--- src/rtl/sw_pkg.sv ---
`timescale 1ns/1ps
package sw_pkg;
  localparam int SCORE_W = 12;
  localparam int TAG_W   = 8;

  typedef logic signed [SCORE_W-1:0] score_t;

  typedef struct packed {
    logic             valid;
    logic [TAG_W-1:0] tag;
    logic             sel;
  } slot_t;

  function automatic score_t smax(score_t a, score_t b);
    return (a > b) ? a : b;
  endfunction
endpackage

--- src/rtl/sw_phase_gen.sv ---
`timescale 1ns/1ps
module sw_phase_gen (
  input  logic clk_i,
  input  logic rst_ni,
  output logic adv_o
);
  logic phase_q;

  always_ff @(posedge clk_i or negedge rst_ni) begin
    if (!rst_ni) phase_q <= 1'b0;
    else         phase_q <= ~phase_q;
  end

  assign adv_o = phase_q;

  AST_PHASE_RISE: assert property (@(posedge clk_i) disable iff (!rst_ni)
    !phase_q |=> phase_q);
  AST_PHASE_FALL: assert property (@(posedge clk_i) disable iff (!rst_ni)
    phase_q |=> !phase_q);
endmodule

--- src/rtl/sw_cell.sv ---
`timescale 1ns/1ps
module sw_cell import sw_pkg::*; #(
  parameter int RES_W       = 2,
  parameter int MATCH_SC    = 2,
  parameter int MISMATCH_SC = -1,
  parameter int GAP_OPEN    = 2,
  parameter int GAP_EXT     = 1
) (
  input  logic             clk_i,
  input  logic             rst_ni,
  input  logic             adv_i,
  input  logic [RES_W-1:0] a_i,
  input  logic [RES_W-1:0] b_i,
  input  score_t           e_left_i,
  input  score_t           h_left_i,
  input  score_t           f_up_i,
  input  score_t           h_up_i,
  input  score_t           h_diag_i,
  output score_t           e_o,
  output score_t           f_o,
  output score_t           h_o,
  output score_t           hbuf_o,
  output score_t           h_next_o
);
  localparam score_t MATCH_V = score_t'(MATCH_SC);
  localparam score_t MISM_V  = score_t'(MISMATCH_SC);
  localparam score_t GO_V    = score_t'(GAP_OPEN);
  localparam score_t GE_V    = score_t'(GAP_EXT);
  localparam score_t NEG_GO  = score_t'(-GAP_OPEN);

  score_t e_q, f_q, h_q, hb_q;
  score_t w_s, diag_s, h_next;

  assign w_s    = (a_i == b_i) ? MATCH_V : MISM_V;
  assign diag_s = h_diag_i + w_s;
  assign h_next = smax(smax('0, e_q), smax(f_q, diag_s));

  // gap terms on the calc phase, score and diagonal buffer on the advance phase
  always_ff @(posedge clk_i or negedge rst_ni) begin
    if (!rst_ni) begin
      e_q  <= '0;
      f_q  <= '0;
      h_q  <= '0;
      hb_q <= '0;
    end else if (!adv_i) begin
      e_q <= smax(e_left_i - GE_V, h_left_i - GO_V);
      f_q <= smax(f_up_i - GE_V, h_up_i - GO_V);
    end else begin
      h_q  <= h_next;
      hb_q <= h_q;
    end
  end

  assign e_o      = e_q;
  assign f_o      = f_q;
  assign h_o      = h_q;
  assign hbuf_o   = hb_q;
  assign h_next_o = h_next;

  AST_H_NONNEG: assert property (@(posedge clk_i) disable iff (!rst_ni)
    h_q >= 0);
  AST_GAP_FLOOR: assert property (@(posedge clk_i) disable iff (!rst_ni)
    (e_q >= NEG_GO) && (f_q >= NEG_GO));
  AST_H_ON_ADV: assert property (@(posedge clk_i) disable iff (!rst_ni)
    !adv_i |=> $stable(h_q) && $stable(hb_q));
  AST_GAP_ON_CALC: assert property (@(posedge clk_i) disable iff (!rst_ni)
    adv_i |=> $stable(e_q) && $stable(f_q));
endmodule

--- src/rtl/sw_stage_chain.sv ---
`timescale 1ns/1ps
module sw_stage_chain import sw_pkg::*; #(
  parameter int NSTAGE = 9,
  parameter int SEQ_W  = 12
) (
  input  logic              clk_i,
  input  logic              rst_ni,
  input  logic              adv_i,
  input  logic              in_valid_i,
  input  logic [TAG_W-1:0]  in_tag_i,
  input  logic [SEQ_W-1:0]  in_seq_i,
  input  logic [NSTAGE-1:0] stage_hit_i,
  output logic [SEQ_W-1:0]  seq_o [NSTAGE],
  output logic              out_valid_o,
  output logic [TAG_W-1:0]  out_tag_o,
  output logic              out_sel_o
);
  slot_t            stage_q [NSTAGE];
  logic [SEQ_W-1:0] seq_q   [NSTAGE];
  slot_t            out_q;

  function automatic slot_t step(slot_t s, logic hit);
    slot_t r;
    r     = s;
    r.sel = s.valid & (s.sel | hit);
    return r;
  endfunction

  always_ff @(posedge clk_i or negedge rst_ni) begin
    if (!rst_ni) begin
      for (int k = 0; k < NSTAGE; k++) begin
        stage_q[k] <= '0;
        seq_q[k]   <= '0;
      end
      out_q <= '0;
    end else if (adv_i) begin
      stage_q[0] <= '{valid: in_valid_i, tag: in_tag_i, sel: 1'b0};
      seq_q[0]   <= in_seq_i;
      for (int k = 1; k < NSTAGE; k++) begin
        stage_q[k] <= step(stage_q[k-1], stage_hit_i[k-1]);
        seq_q[k]   <= seq_q[k-1];
      end
      out_q <= step(stage_q[NSTAGE-1], stage_hit_i[NSTAGE-1]);
    end
  end

  assign seq_o       = seq_q;
  assign out_valid_o = out_q.valid;
  assign out_tag_o   = out_q.tag;
  assign out_sel_o   = out_q.sel;

  AST_EMPTY_NO_SEL: assert property (@(posedge clk_i) disable iff (!rst_ni)
    !out_valid_o |-> !out_sel_o);
  AST_FLAG_STICKY: assert property (@(posedge clk_i) disable iff (!rst_ni)
    adv_i && stage_q[NSTAGE-1].valid && stage_q[NSTAGE-1].sel |=> out_sel_o);
  AST_OUT_HOLD: assert property (@(posedge clk_i) disable iff (!rst_ni)
    !adv_i |=> $stable(out_valid_o) && $stable(out_tag_o) && $stable(out_sel_o));
endmodule

--- src/rtl/sw_select_pipe.sv ---
`timescale 1ns/1ps
module sw_select_pipe import sw_pkg::*; #(
  parameter int Q_LEN       = 4,
  parameter int DB_LEN      = 6,
  parameter int RES_W       = 2,
  parameter int MATCH_SC    = 2,
  parameter int MISMATCH_SC = -1,
  parameter int GAP_OPEN    = 2,
  parameter int GAP_EXT     = 1
) (
  input  logic                   clk_i,
  input  logic                   rst_ni,
  input  logic [Q_LEN*RES_W-1:0] query_i,
  input  logic [SCORE_W-2:0]     thresh_i,
  input  logic                   in_valid_i,
  input  logic [TAG_W-1:0]       in_tag_i,
  input  logic [DB_LEN*RES_W-1:0] in_seq_i,
  output logic                   ready_o,
  output logic                   out_valid_o,
  output logic [TAG_W-1:0]       out_tag_o,
  output logic                   out_sel_o
);
  localparam int NSTAGE = Q_LEN + DB_LEN - 1;
  localparam int SEQ_W  = DB_LEN * RES_W;

  logic             adv;
  logic [SEQ_W-1:0] stage_seq [NSTAGE];
  logic [NSTAGE-1:0] stage_hit;
  logic [Q_LEN-1:0] term_w [NSTAGE];
  score_t           thr_s;

  score_t e_w    [Q_LEN][DB_LEN];
  score_t f_w    [Q_LEN][DB_LEN];
  score_t h_w    [Q_LEN][DB_LEN];
  score_t hb_w   [Q_LEN][DB_LEN];
  score_t hn_w   [Q_LEN][DB_LEN];
  logic   hit_w  [Q_LEN][DB_LEN];

  assign thr_s = {1'b0, thresh_i};

  sw_phase_gen u_phase (
    .clk_i  (clk_i),
    .rst_ni (rst_ni),
    .adv_o  (adv)
  );

  for (genvar r = 0; r < Q_LEN; r++) begin : g_row
    for (genvar c = 0; c < DB_LEN; c++) begin : g_col
      score_t el, hl, fu, hu, hd;

      if (c == 0) begin : g_left_edge
        assign el = '0;
        assign hl = '0;
      end else begin : g_left
        assign el = e_w[r][c-1];
        assign hl = h_w[r][c-1];
      end

      if (r == 0) begin : g_top_edge
        assign fu = '0;
        assign hu = '0;
      end else begin : g_up
        assign fu = f_w[r-1][c];
        assign hu = h_w[r-1][c];
      end

      if (r == 0 || c == 0) begin : g_diag_edge
        assign hd = '0;
      end else begin : g_diag
        assign hd = hb_w[r-1][c-1];
      end

      sw_cell #(
        .RES_W       (RES_W),
        .MATCH_SC    (MATCH_SC),
        .MISMATCH_SC (MISMATCH_SC),
        .GAP_OPEN    (GAP_OPEN),
        .GAP_EXT     (GAP_EXT)
      ) u_cell (
        .clk_i    (clk_i),
        .rst_ni   (rst_ni),
        .adv_i    (adv),
        .a_i      (query_i[r*RES_W +: RES_W]),
        .b_i      (stage_seq[r+c][c*RES_W +: RES_W]),
        .e_left_i (el),
        .h_left_i (hl),
        .f_up_i   (fu),
        .h_up_i   (hu),
        .h_diag_i (hd),
        .e_o      (e_w[r][c]),
        .f_o      (f_w[r][c]),
        .h_o      (h_w[r][c]),
        .hbuf_o   (hb_w[r][c]),
        .h_next_o (hn_w[r][c])
      );

      assign hit_w[r][c] = (hn_w[r][c] > thr_s);
    end
  end

  // gather cell hits per anti-diagonal stage
  for (genvar st = 0; st < NSTAGE; st++) begin : g_stage
    for (genvar r = 0; r < Q_LEN; r++) begin : g_term
      localparam int C = st - r;
      if (C >= 0 && C < DB_LEN) begin : g_on
        assign term_w[st][r] = hit_w[r][C];
      end else begin : g_off
        assign term_w[st][r] = 1'b0;
      end
    end
    assign stage_hit[st] = |term_w[st];
  end

  sw_stage_chain #(
    .NSTAGE (NSTAGE),
    .SEQ_W  (SEQ_W)
  ) u_chain (
    .clk_i       (clk_i),
    .rst_ni      (rst_ni),
    .adv_i       (adv),
    .in_valid_i  (in_valid_i),
    .in_tag_i    (in_tag_i),
    .in_seq_i    (in_seq_i),
    .stage_hit_i (stage_hit),
    .seq_o       (stage_seq),
    .out_valid_o (out_valid_o),
    .out_tag_o   (out_tag_o),
    .out_sel_o   (out_sel_o)
  );

  assign ready_o = adv;

  AST_READY_LOW_IN_RESET: assert property (@(posedge clk_i)
    !rst_ni |-> !ready_o && !out_valid_o);
endmodule

--- config.mk ---
export PLATFORM = sky130hd
export DESIGN_NAME = sw_select_pipe
export DESIGN_NICKNAME = d
export VERILOG_FILES = /design/src/rtl/sw_pkg.sv /design/src/rtl/sw_phase_gen.sv /design/src/rtl/sw_cell.sv /design/src/rtl/sw_stage_chain.sv /design/src/rtl/sw_select_pipe.sv
export SDC_FILE = /design/constraint.sdc
export NUM_CORES = 2
export LEC_CHECK = 0
export ABC_AREA = 1
export ABC_CLOCK_PERIOD_IN_PS = 6500
export BUFFER_PORTS_ARGS = -buffer_cell sky130_fd_sc_hd__buf_2
export CAP_MARGIN = 20
export CORE_ASPECT_RATIO = 1.1
export CORE_UTILIZATION = 50
export DETAILED_ROUTE_END_ITERATION = 6
export GPL_TIMING_DRIVEN = 0
export PLACE_DENSITY = 0.68
export SLEW_MARGIN = 20
export SYNTH_ARGS = -nofsm -noshare
export SYNTH_HDL_FRONTEND = slang
export SYNTH_SLANG_ARGS = --single-unit
--- constraint.sdc ---
create_clock -name clk_i -period 6.5 [get_ports clk_i]
set_input_delay 0.65 -clock clk_i [delete_from_list [all_inputs] [get_ports clk_i]]
set_output_delay 0.65 -clock clk_i [all_outputs]
set_load 0.005 [all_outputs]
==> summary.txt <==
Setup path
  • Worst r2r src: u_chain.seq_o[51]
  • Critical setup path kind: flip-flop to flip-flop
  • Critical path data arrival time: roughly 8 ns
  • Critical path's most frequent cell: nand2_1
  • Reg2reg end: u_chain.stage_q[30]
  • CP Capture Type: flip-flop
  • Slowest cell on crit path: ha_1
  • Worst Path Max Fanout: 6
  • Reg2reg path depth: 49
  • Setup slack, reg-to-reg: -0.61 ns
  • Crit path launch type: flip-flop
  • Peak per-stage delay on the critical path: 0.41 ns
  • Critical Path RT: 7.19 ns

STA
  • Post-route minimum period: 7.11 ns
  • Setup TNS: -2.62 ns
  • Max-slew violations: 0
  • Worst Skew: 0.0516 ns
  • Worst Tran Pin Value: 1.27 ns
  • Final Setup Violations: 6
  • RSZ-0062 raised after global routing: yes
  • Max Clk Rate: approximately 0.14 GHz
  • Hold_ws: 0.0719 ns
  • Slew margin rel.: 15.1%
  • Final hold vios: 0
  • Final worst slack: -0.615 ns
  • Final period util: 109%

Floorplanning
  • Starting Density: 50.3%
  • Core Box Area: 168000 um^2
  • # IOs: 53
  • Chip Width: 395 um
  • Die Height: 434 um
  • # rows: about 160
  • Die area: 171000 um^2

Finish
  • Area growth, synth to finish: 15.8%
  • # fillers: between 15000 and 20000
  • Layout cells sized above 1: 11.0%
  • Layout Utilization: 58.3%
  • Final instance area: roughly 98000 um^2
  • Nets: 13200

Synth
  • Register area share after synthesis: 29.7%
  • Cells after Synth: 11400
  • Distinct cell type count after synthesis: 66
  • Area leader, netlist: dfrtp_1
  • Post-synth ARST share: 100%
  • Avg Inst Size Synth: about 7.4 um^2
  • Yosys top cell area share: 29.7%
  • Mapped cell area: 84800 um^2
  • Post-synth EDFFs: 0
  • Flop and latch count out of synthesis: ~1000
  • Ys flop type: dfrtp_1
  • Count of warnings emitted by yosys: 0
  • Synth top area cells: dfrtp_1 (30%), ha_1 (18%), nand2_1 (11%)

CTS
  • CTS H-tree depth: 3
  • TritonCTS clock tree: built
  • Clk_lat worst skew: 0.81 ns
  • CTS Sinks: 1007
  • Clk slew on worst S/H paths: 0.06 ns
  • Max Root-Sink Buffers: 3
  • Num CTS Buffers: roughly 120
  • CTS Root Cell: clkbuf_16

Status
  • Failing checks: setup timing
  • Status: finished, violations left

Min path
  • Type of the tightest min-delay check: primary input to flip-flop
  • Hold endpoint: u_chain.seq_o[99]
  • Hold_sp: in_seq_i[3]
  • Hold Crit Depth: 3

Global routing
  • Initial antenna violation count: 34
  • Largest net degree at the start of global routing: 137
  • All-Layer GR Usage: 39.9%
  • Total gr overflow: 0
  • First-pass GRT wire length: around 500 mm
  • Vias in the first global route: 79300

Routing
  • Pre-antenna DRT Iters: 7
  • Remaining antenna violation count: 0
  • Vias: 83400
  • Vias per inst: 5.85
  • WL/cell: 24.5 um
  • DRT iter0 DRCs: 7523
  • DRC viols: 0
  • DRT Wirelength: 349 mm

Place
  • DP Area: 89700 um^2
  • Post-DP HPWL: 276 mm
  • GP Congestion: 1.03
  • PortBufs: 47

Flow run
  • Max-cap violations: 0
==> registers in the layout, indices dropped and copies added, names as in the netlist <==
signal and flops:
g_row.g_col.u_cell.h_o 247, g_row.g_col.u_cell.e_o 227, g_row.g_col.u_cell.f_o 204, g_row.g_col.u_cell.hbuf_o 151, u_chain.stage_q 89, u_chain.seq_o 78
u_chain.out_tag_o 8, u_chain.out_sel_o 1, u_chain.out_valid_o 1, u_phase.adv_o 1
==> worst max-delay path by stage <==
stage / from / end / slack (ns) / cells after the start
2_1_floorplan: query_i[4] / u_chain.stage_q[0] / -0.43 / 55
3_3_place_gp: rst_ni / g_row[1].g_col[1].u_cell.e_o[11] / -17.34 / 1
3_5_place_dp: query_i[6] / u_chain.stage_q[0] / -2.37 / 48
4_1_cts: u_chain.seq_o[23] / u_chain.stage_q[0] / -0.47 / 52
5_1_grt: u_chain.seq_o[51] / u_chain.stage_q[30] / -1.00 / 49
6_report: u_chain.seq_o[51] / u_chain.stage_q[30] / -0.61 / 49
==> cells in the mapped netlist, drive strengths merged, types with 2 or more instances <==
master	n
inv	1384
clkinv	2
or3	17
a22oi	7
o211ai	56
fa	12
or2	20
o21ai	1606
nand3b	12
a21boi	18
a21oi	772
o31ai	3
and3	8
o221ai	6
a211o	2
o22ai	30
nor2	747
a211oi	14
a41oi	8
nor4	26
clkbuf	312
nand3	313
nand2	2529
o2111ai	18
o21bai	42
nor3	220
buf	57
and2	3
or4	2
o41ai	20
nand4	189
xnor2	108
dfrtp	1007
conb	2
o221a	3
a221oi	16
ha	1237
xor2	464
a21o	7
o21a	52
a31oi	71
==> layer usage <==
metal | GRT usage, % | wire (um) | share of wire, % | up-vias
met5 | 0 | 157 | 0.045 | -
met4 | 24.1 | 23900 | 6.8 | 20
met3 | 8.18 | 30700 | 8.8 | 869
met2 | 61.7 | 152000 | 43 | 3292
met1 | 51.2 | 143000 | 41 | 39900
li1 | - | - | - | 39300
==> placed cells by master (no fill, tap or decap), types with 207 or more instances in the layout <==
cell,instances
a21oi_1,719
clkbuf_1,226
dfrtp_1,1006
ha_1,1145
inv_1,1319
nand2_1,2450
nand3_1,289
nor2_1,720
nor3_1,207
o21ai_0,1271
xor2_1,456
==> timing repair <==
action                                  in CTS  in global routing
hold buffers                                 1                  0
endpoints found under the setup margin      41                  8
pin swaps                                  156                233
setup buffers                              149                 65
endpoints found under the hold margin       56                  0
resized for setup                          316                333
gates cloned                                12                  6
==> area by class of cell <==
type / count / area, um^2 / area share (%)
Antenna cell: 18 / 45.0 / 0.0459
Buffer: 368 / 2000 / 2.04
Clock buffer: 157 / 3310 / 3.37
Clock inverter: 65 / 846 / 0.861
Inverter: 1386 / 5250 / 5.35
Multi-Input combinational cell: 8700 / 55500 / 56.5
Sequential cell: 1007 / 25200 / 25.7
Tap cell: 2240 / 2800 / 2.85
Timing Repair Buffer: 323 / 3280 / 3.34
==> worst max-delay path, delay by kind of cell, from the launching register on <==
family,cells,cell delay [ns]
compound gates,12,1.42
xor+xnor,1,0.23
fa+ha+maj,4,1.24
buf+inv,7,1.17
flops,1,0.39
simple gates,25,2.54
==> logic make-up after synthesis <==
family | Yosys count | synth area share [%]
buffers and inverters | 1755 | 7.92
DFF | 1007 | 29.7
xor gates and xnor gates | 572 | 5.91
other | 2 | 0.00886
and+or+nand+nor | 4087 | 20.0
AOI/OAI and AO/OA | 2756 | 17.9
adders and majority gates | 1249 | 18.5
==> through the flow <==
stage	instances	setup slack, ns
detailed placement	13800	-2.37
finish	14300	-0.615
CTS	14200	-0.467
floorplan	11500	-0.426
global placement	13700	-17.34
global route	14200	-1.00
Power is left out: the tool's default activity adds up to more than one toggle a clock period on the data nets, which glitch-free logic cannot reach.
